<file path="src/rtl/rtg_pkg.sv">
package rtg_pkg;
  parameter int unsigned RTG_CW = 12;   // counter and field width
  localparam int unsigned FLD_LO = 0;   // low field position
  localparam int unsigned FLD_HI = 16;  // high field position
  localparam int unsigned BIT_RUN = 31;
  localparam int unsigned BIT_HPOL = 1;
  localparam int unsigned BIT_VPOL = 3;

  localparam int unsigned RA_H_TOT = 0;
  localparam int unsigned RA_H_BRD = 1;
  localparam int unsigned RA_H_END = 2;
  localparam int unsigned RA_V_TOT = 3;
  localparam int unsigned RA_V_BRD = 4;
  localparam int unsigned RA_V_END = 5;
  localparam int unsigned RA_CTRL  = 6;

  typedef enum logic [2:0] {
    PH_SYNC, PH_BACK, PH_LEAD, PH_ACT, PH_TRAIL, PH_FRONT
  } phase_e;

  typedef struct packed {
    logic [RTG_CW-1:0] tot;
    logic [RTG_CW-1:0] bp;
    logic [RTG_CW-1:0] lead;
    logic [RTG_CW-1:0] disp;
    logic [RTG_CW-1:0] trail;
    logic [RTG_CW-1:0] front;
  } axis_cfg_t;
endpackage

</file>
<file path="src/rtl/rtg_regs.sv">
module rtg_regs
  import rtg_pkg::*;
#(
  parameter int ADDR_W = 3
) (
  input  logic              clk,
  input  logic              rst,
  input  logic              wr_en,
  input  logic [ADDR_W-1:0] wr_addr,
  input  logic [31:0]       wr_data,
  input  logic              load,
  output axis_cfg_t         h_act,
  output axis_cfg_t         v_act,
  output logic              run,
  output logic              hpol,
  output logic              vpol
);
  axis_cfg_t h_pend, v_pend;
  logic [RTG_CW-1:0] f_lo, f_hi;

  assign f_lo = wr_data[FLD_LO +: RTG_CW];
  assign f_hi = wr_data[FLD_HI +: RTG_CW];

  wire unused_wr_bits = ^{wr_data[30:28], wr_data[15:12], wr_data[2], wr_data[0]};

  always_ff @(posedge clk) begin
    if (rst) begin
      h_pend <= '0;
      v_pend <= '0;
      run    <= 1'b0;
      hpol   <= 1'b0;
      vpol   <= 1'b0;
    end else if (wr_en) begin
      if (wr_addr == ADDR_W'(RA_H_TOT)) begin h_pend.tot   <= f_lo; h_pend.bp    <= f_hi; end
      if (wr_addr == ADDR_W'(RA_H_BRD)) begin h_pend.lead  <= f_lo; h_pend.disp  <= f_hi; end
      if (wr_addr == ADDR_W'(RA_H_END)) begin h_pend.trail <= f_lo; h_pend.front <= f_hi; end
      if (wr_addr == ADDR_W'(RA_V_TOT)) begin v_pend.tot   <= f_lo; v_pend.bp    <= f_hi; end
      if (wr_addr == ADDR_W'(RA_V_BRD)) begin v_pend.lead  <= f_lo; v_pend.disp  <= f_hi; end
      if (wr_addr == ADDR_W'(RA_V_END)) begin v_pend.trail <= f_lo; v_pend.front <= f_hi; end
      if (wr_addr == ADDR_W'(RA_CTRL)) begin
        run  <= wr_data[BIT_RUN];
        hpol <= wr_data[BIT_HPOL];
        vpol <= wr_data[BIT_VPOL];
      end
    end
  end

  // working copy follows the pending copy only when told to
  always_ff @(posedge clk) begin
    if (rst) begin
      h_act <= '0;
      v_act <= '0;
    end else if (load) begin
      h_act <= h_pend;
      v_act <= v_pend;
    end
  end
endmodule

</file>
<file path="src/rtl/rtg_phase.sv">
module rtg_phase
  import rtg_pkg::*;
(
  input  axis_cfg_t         cfg,
  input  logic [RTG_CW-1:0] pos,
  output phase_e            ph
);
  always_comb begin
    if (pos < cfg.bp)         ph = PH_SYNC;
    else if (pos < cfg.lead)  ph = PH_BACK;
    else if (pos < cfg.disp)  ph = PH_LEAD;
    else if (pos < cfg.trail) ph = PH_ACT;
    else if (pos < cfg.front) ph = PH_TRAIL;
    else                      ph = PH_FRONT;
  end
endmodule

</file>
<file path="src/rtl/raster_timing_gen.sv">
module raster_timing_gen
  import rtg_pkg::*;
#(
  parameter int ADDR_W = 3
) (
  input  logic              clk,
  input  logic              rst,
  input  logic              wr_en,
  input  logic [ADDR_W-1:0] wr_addr,
  input  logic [31:0]       wr_data,
  output logic              hsync_o,
  output logic              vsync_o,
  output logic              de_o,
  output logic              border_o,
  output logic [RTG_CW-1:0] pix_x_o,
  output logic [RTG_CW-1:0] line_y_o
);
  localparam int NAX = 2;  // axis 0 horizontal, axis 1 vertical

  axis_cfg_t h_act, v_act;
  logic run, hpol, vpol;
  logic [RTG_CW-1:0] hcnt, vcnt;
  logic h_last, v_last, frame_end, load;

  axis_cfg_t         cfg_a [NAX];
  logic [RTG_CW-1:0] pos_a [NAX];
  phase_e            ph_a  [NAX];
  logic              win_a [NAX];
  logic              act_a [NAX];

  assign h_last    = ({1'b0, hcnt} + (RTG_CW+1)'(1)) >= {1'b0, h_act.tot};
  assign v_last    = ({1'b0, vcnt} + (RTG_CW+1)'(1)) >= {1'b0, v_act.tot};
  assign frame_end = run && h_last && v_last;
  assign load      = !run || frame_end;

  rtg_regs #(.ADDR_W(ADDR_W)) u_regs (
    .clk(clk), .rst(rst), .wr_en(wr_en), .wr_addr(wr_addr), .wr_data(wr_data),
    .load(load), .h_act(h_act), .v_act(v_act), .run(run), .hpol(hpol), .vpol(vpol)
  );

  assign cfg_a[0] = h_act;
  assign cfg_a[1] = v_act;
  assign pos_a[0] = hcnt;
  assign pos_a[1] = vcnt;

  for (genvar a = 0; a < NAX; a++) begin : g_axis
    rtg_phase u_ph (.cfg(cfg_a[a]), .pos(pos_a[a]), .ph(ph_a[a]));
    assign win_a[a] = (ph_a[a] == PH_LEAD) || (ph_a[a] == PH_ACT) || (ph_a[a] == PH_TRAIL);
    assign act_a[a] = (ph_a[a] == PH_ACT);
  end

  always_ff @(posedge clk) begin
    if (rst || !run) begin
      hcnt <= '0;
      vcnt <= '0;
    end else if (h_last) begin
      hcnt <= '0;
      vcnt <= v_last ? '0 : vcnt + 1'b1;
    end else begin
      hcnt <= hcnt + 1'b1;
    end
  end

  always_ff @(posedge clk) begin
    if (rst) begin
      pix_x_o  <= '0;
      line_y_o <= '0;
      hsync_o  <= 1'b1;
      vsync_o  <= 1'b1;
      de_o     <= 1'b0;
      border_o <= 1'b0;
    end else if (!run) begin
      pix_x_o  <= '0;
      line_y_o <= '0;
      hsync_o  <= !hpol;
      vsync_o  <= !vpol;
      de_o     <= 1'b0;
      border_o <= 1'b0;
    end else begin
      pix_x_o  <= hcnt;
      line_y_o <= vcnt;
      hsync_o  <= (ph_a[0] == PH_SYNC) ? hpol : !hpol;
      vsync_o  <= (ph_a[1] == PH_SYNC) ? vpol : !vpol;
      de_o     <= act_a[0] && act_a[1];
      border_o <= win_a[0] && win_a[1] && !(act_a[0] && act_a[1]);
    end
  end
endmodule

</file>
<file path="config.mk">
export PLATFORM = sky130hd
export DESIGN_NAME = raster_timing_gen
export DESIGN_NICKNAME = d
export VERILOG_FILES = /design/src/rtl/rtg_pkg.sv /design/src/rtl/rtg_regs.sv /design/src/rtl/rtg_phase.sv /design/src/rtl/raster_timing_gen.sv
export SDC_FILE = /design/constraint.sdc
export NUM_CORES = 1
export LEC_CHECK = 0
export ABC_AREA = 1
export CAP_MARGIN = 20
export CORE_MARGIN = 2
export CORE_UTILIZATION = 30
export CTS_CLUSTER_SIZE = 28
export DETAILED_ROUTE_END_ITERATION = 6
export DONT_BUFFER_PORTS = 1
export HOLD_SLACK_MARGIN = 0.05
export SLEW_MARGIN = 10
export SYNTH_ARGS = -nofsm -noshare
export SYNTH_HDL_FRONTEND = slang
export SYNTH_SLANG_ARGS = --single-unit
</file>
<file path="constraint.sdc">
create_clock -name clk -period 2.58 [get_ports clk]
set_input_delay 0.774 -clock clk [delete_from_list [all_inputs] [get_ports clk]]
set_output_delay 0.774 -clock clk [all_outputs]
set_load 0.01 [all_outputs]
</file>
==> impl_metrics.env <==
export IMPL_outcome="complete, but fails checks"
export IMPL_violations="setup timing"
export IMPL_cts_buffers=40
export IMPL_track_usage_pct=16.5
export IMPL_cp_top_family="simple AND/OR/NAND/NOR gates"
export IMPL_setup_violations=168
export IMPL_maxSlewViolCount=0
export IMPL_cp_arrival_ns=3.32
export IMPL_critPathSlowestCell="dfxtp_4"
export IMPL_grt_max_degree=74
export IMPL_worst_pin_slew_ns=1.13
export IMPL_fin_skew_ns=0.0169
export IMPL_cts_tree="yes"
export IMPL_fill_cells=5836
export IMPL_crit_top_cell="nand3_2"
export IMPL_die_w_um=242
export IMPL_antenna_found_initial=2
export IMPL_start_kind="flop"
export IMPL_critPathCaptureType="flop"
export IMPL_syn_area_per_cell_um2=7.08
export IMPL_cts_max_path_buffers=3
export IMPL_final_common_cell="nor2_1"
export IMPL_grt_setup_unrepaired="yes"
export IMPL_finalCriticalPeriod_ns=2.88
export IMPL_gp_congestion=0.798
export IMPL_synthesis_nets=2572
export IMPL_area_growth_pct=26.1
export IMPL_slowest_delay_ns=0.38
export IMPL_vias=15200
export IMPL_irDropWorstVdd_v=0.000408
export IMPL_critPathRequiredTime_ns=3.02
export IMPL_hp_class="primary input to flop"
export IMPL_hold_depth=2
export IMPL_yosysWarnings=0
export IMPL_period_share_pct=112
export IMPL_crit_buf_inv=4
export IMPL_critPathKind="flop to flop"
export IMPL_holdPathEnd="u_regs.v_pend[17]"
export IMPL_clock_latency_ns=0.55
export IMPL_io_pins=66
export IMPL_rr_worst_depth=20
export IMPL_drt_initial_drc_count=1095
export IMPL_ys_types=24
export IMPL_std_cell_rows=87
export IMPL_hp_start="wr_data[5]"
export IMPL_stdcell_count=3255
export IMPL_ant_nets=0
export IMPL_wl_per_cell_um=16.0
export IMPL_die_h_um=242
export IMPL_layout_setup_ws_ns=-0.297
export IMPL_hold_buffers=0
export IMPL_io_buffers=0
export IMPL_setup_tns_ns=-38.29
export IMPL_r2r_start="hcnt[0]"
export IMPL_rrSetupSlack_ns=-0.30
export IMPL_cp_max_fo=8
export IMPL_worstPathCellList="ha_4 -> nand3_2 -> nor2_4 -> nand2_1 -> xor2_1 -> inv_1 -> ha_4 -> nand2_2 -> nor2_2 -> nand3_1 -> nand3_2 -> nand2_2 -> nand3_4 -> buf_12 -> nand2_8 -> buf_12 -> clkbuf_16 -> nand3_2 -> nand2_1 -> nor2_1"
export IMPL_drc_errors=0
export IMPL_placedCellCount=3129
export IMPL_drive_above_1_share_pct=17.4
export IMPL_final_cell_mix="nor2_1 (509), nand2_1 (377), dfxtp_1 (334)"
export IMPL_p_leak_nw=9.44
export IMPL_maxCapViolations=0
export IMPL_yosysSeqAreaShare_pct=40.5
export IMPL_hpwl_um=31000
export IMPL_start_util_pct=30.2
export IMPL_nets=2641
export IMPL_fin_area_um2=21400
export IMPL_synth_area_um2=17000
export IMPL_hold_viol=0
export IMPL_r2r_end="u_regs.v_act[32]"
export IMPL_die_area_um2=58500
export IMPL_grt_pass1_vias=13800
export IMPL_grt_pass1_wl_um=77100
export IMPL_placed_area_um2=18200
export IMPL_synthCells=2398
export IMPL_pre_cts_ws_ns=-0.334
export IMPL_grt_ovfl_total=0
export IMPL_routed_wl_um=52000
export IMPL_core_um2=56200
export IMPL_via_per_inst=4.68
export IMPL_max_slew_margin_pct=24.9
export IMPL_max_freq_mhz=348
export IMPL_cts_max_level=2
export IMPL_cts_root_buf="clkbuf_16"
export IMPL_first_pass_iters=5
export IMPL_synth_seq_cells=343
export IMPL_path_clk_slew_ns=0.06
export IMPL_cts_sinks=343
export IMPL_powerDensity_nw_per_um2=734
## cells by family (layout without fill, tap and decap cells)
| family | Yosys count | in the layout | synth area share, % |
|---|---|---|---|
| buffers and inverters | 420 | 515 | 10.4 |
| xor gates and xnor gates | 12 | 12 | 0.619 |
| AOI/OAI and AO/OA | 377 | 377 | 11.2 |
| and+or+nand+nor | 1110 | 1114 | 27.3 |
| DFF | 343 | 343 | 40.5 |
| adders and majority gates | 136 | 136 | 10.0 |
| other | 0 | 2 | 0 |
## timing repair
item                                    CTS  global route
setup buffers                            15            14
pin swaps                                11            72
endpoints found under the setup margin  168           168
gates cloned                             13            19
resized for setup                        29           224
## how the worst max path moves through the flow
stage	startpoint	end	slack, ns	cells after the start
6_report	hcnt[0]	u_regs.v_act[32]	-0.30	20
5_1_grt	hcnt[0]	u_regs.v_act[8]	-0.45	20
4_1_cts	hcnt[1]	u_regs.h_act[28]	-0.27	16
3_5_place_dp	hcnt[0]	u_regs.h_act[29]	-0.33	16
3_3_place_gp	hcnt[0]	u_regs.h_act[29]	-0.33	16
2_1_floorplan	vcnt[1]	u_regs.h_act[61]	0.004	17
## synthesized netlist by cell type
cell type  number  area [µm²]
ha_1          136        1700
nand3_2        35         350
clkinv_1        2        7.51
a21oi_1       199         996
nand2_4         1        11.3
o21ai_0       175         876
xor2_1         12         105
nor3_1         10        50.1
buf_2           9        45.0
o21a_1          1        7.51
buf_6          23         259
nand3b_1        1        7.51
nand3_1       146         731
clkbuf_1       81         304
inv_1         293        1100
nor2_1        519        1950
nand2_1       389        1460
dfxtp_1       343        6870
nand3_4         1        17.5
buf_1          10        37.5
o21bai_1        2        15.0
nor2_4          2        22.5
nand4_1         6        37.5
buf_4           2        15.0
## metal layers
layer	wire length, µm	global-route usage [%]
met5	15	0
met2	22500	25.4
met3	4130	3.92
met1	24200	23.1
met4	1120	4.30
## where the power goes
part / leakage, nW / switching [W] / internal (W)
Combinational: 5.99 / 0.00239 / 0.00191
Clock: 0.663 / 0.00234 / 0.00351
Sequential: 2.79 / 0.0000796 / 0.00548
Total: 9.44 / 0.00480 / 0.0109
## flip-flops by register name (all words and copies together), names as in the netlist, 12 cells and up
signal	count
pix_x_o	12
u_regs.h_pend	72
u_regs.h_act	72
vcnt	12
u_regs.v_pend	72
hcnt	12
u_regs.v_act	72
line_y_o	12
## cell type report
cell class                 count  area [µm²]  share of cell area (%)
inverter                     295        1120                    5.22
timing repair buffer         148        1830                    8.54
antenna                        2        5.00                  0.0234
sequential                   343        6890                    32.2
clock buffer                  60        1200                    5.59
multi-input combinational   1639        9270                    43.3
clock inverter                12         149                   0.696
tap                          756         946                    4.42
## stage by stage
stage               hold WS [ns]  util [%]  power [W]
finish                     0.358      38.1     0.0157
global route               0.348      38.1     0.0163
CTS                        0.339      35.9     0.0148
detailed placement         0.458      32.4    0.00798
global placement           0.454      32.4    0.00798
floorplan                  0.439         -    0.00752
## worst register-to-register path, cell delays in order (launching register included)
cell	delay, ns
dfxtp_4	0.38
ha_4	0.15
nand3_2	0.10
nor2_4	0.16
nand2_1	0.08
xor2_1	0.24
inv_1	0.11
ha_4	0.24
nand2_2	0.10
nor2_2	0.04
nand3_1	0.09
nand3_2	0.08
nand2_2	0.08
nand3_4	0.11
buf_12	0.15
nand2_8	0.09
buf_12	0.19
clkbuf_16	0.20
nand3_2	0.07
nand2_1	0.09
nor2_1	0.04
No activity file was read; power rests on OpenSTA's default activity.
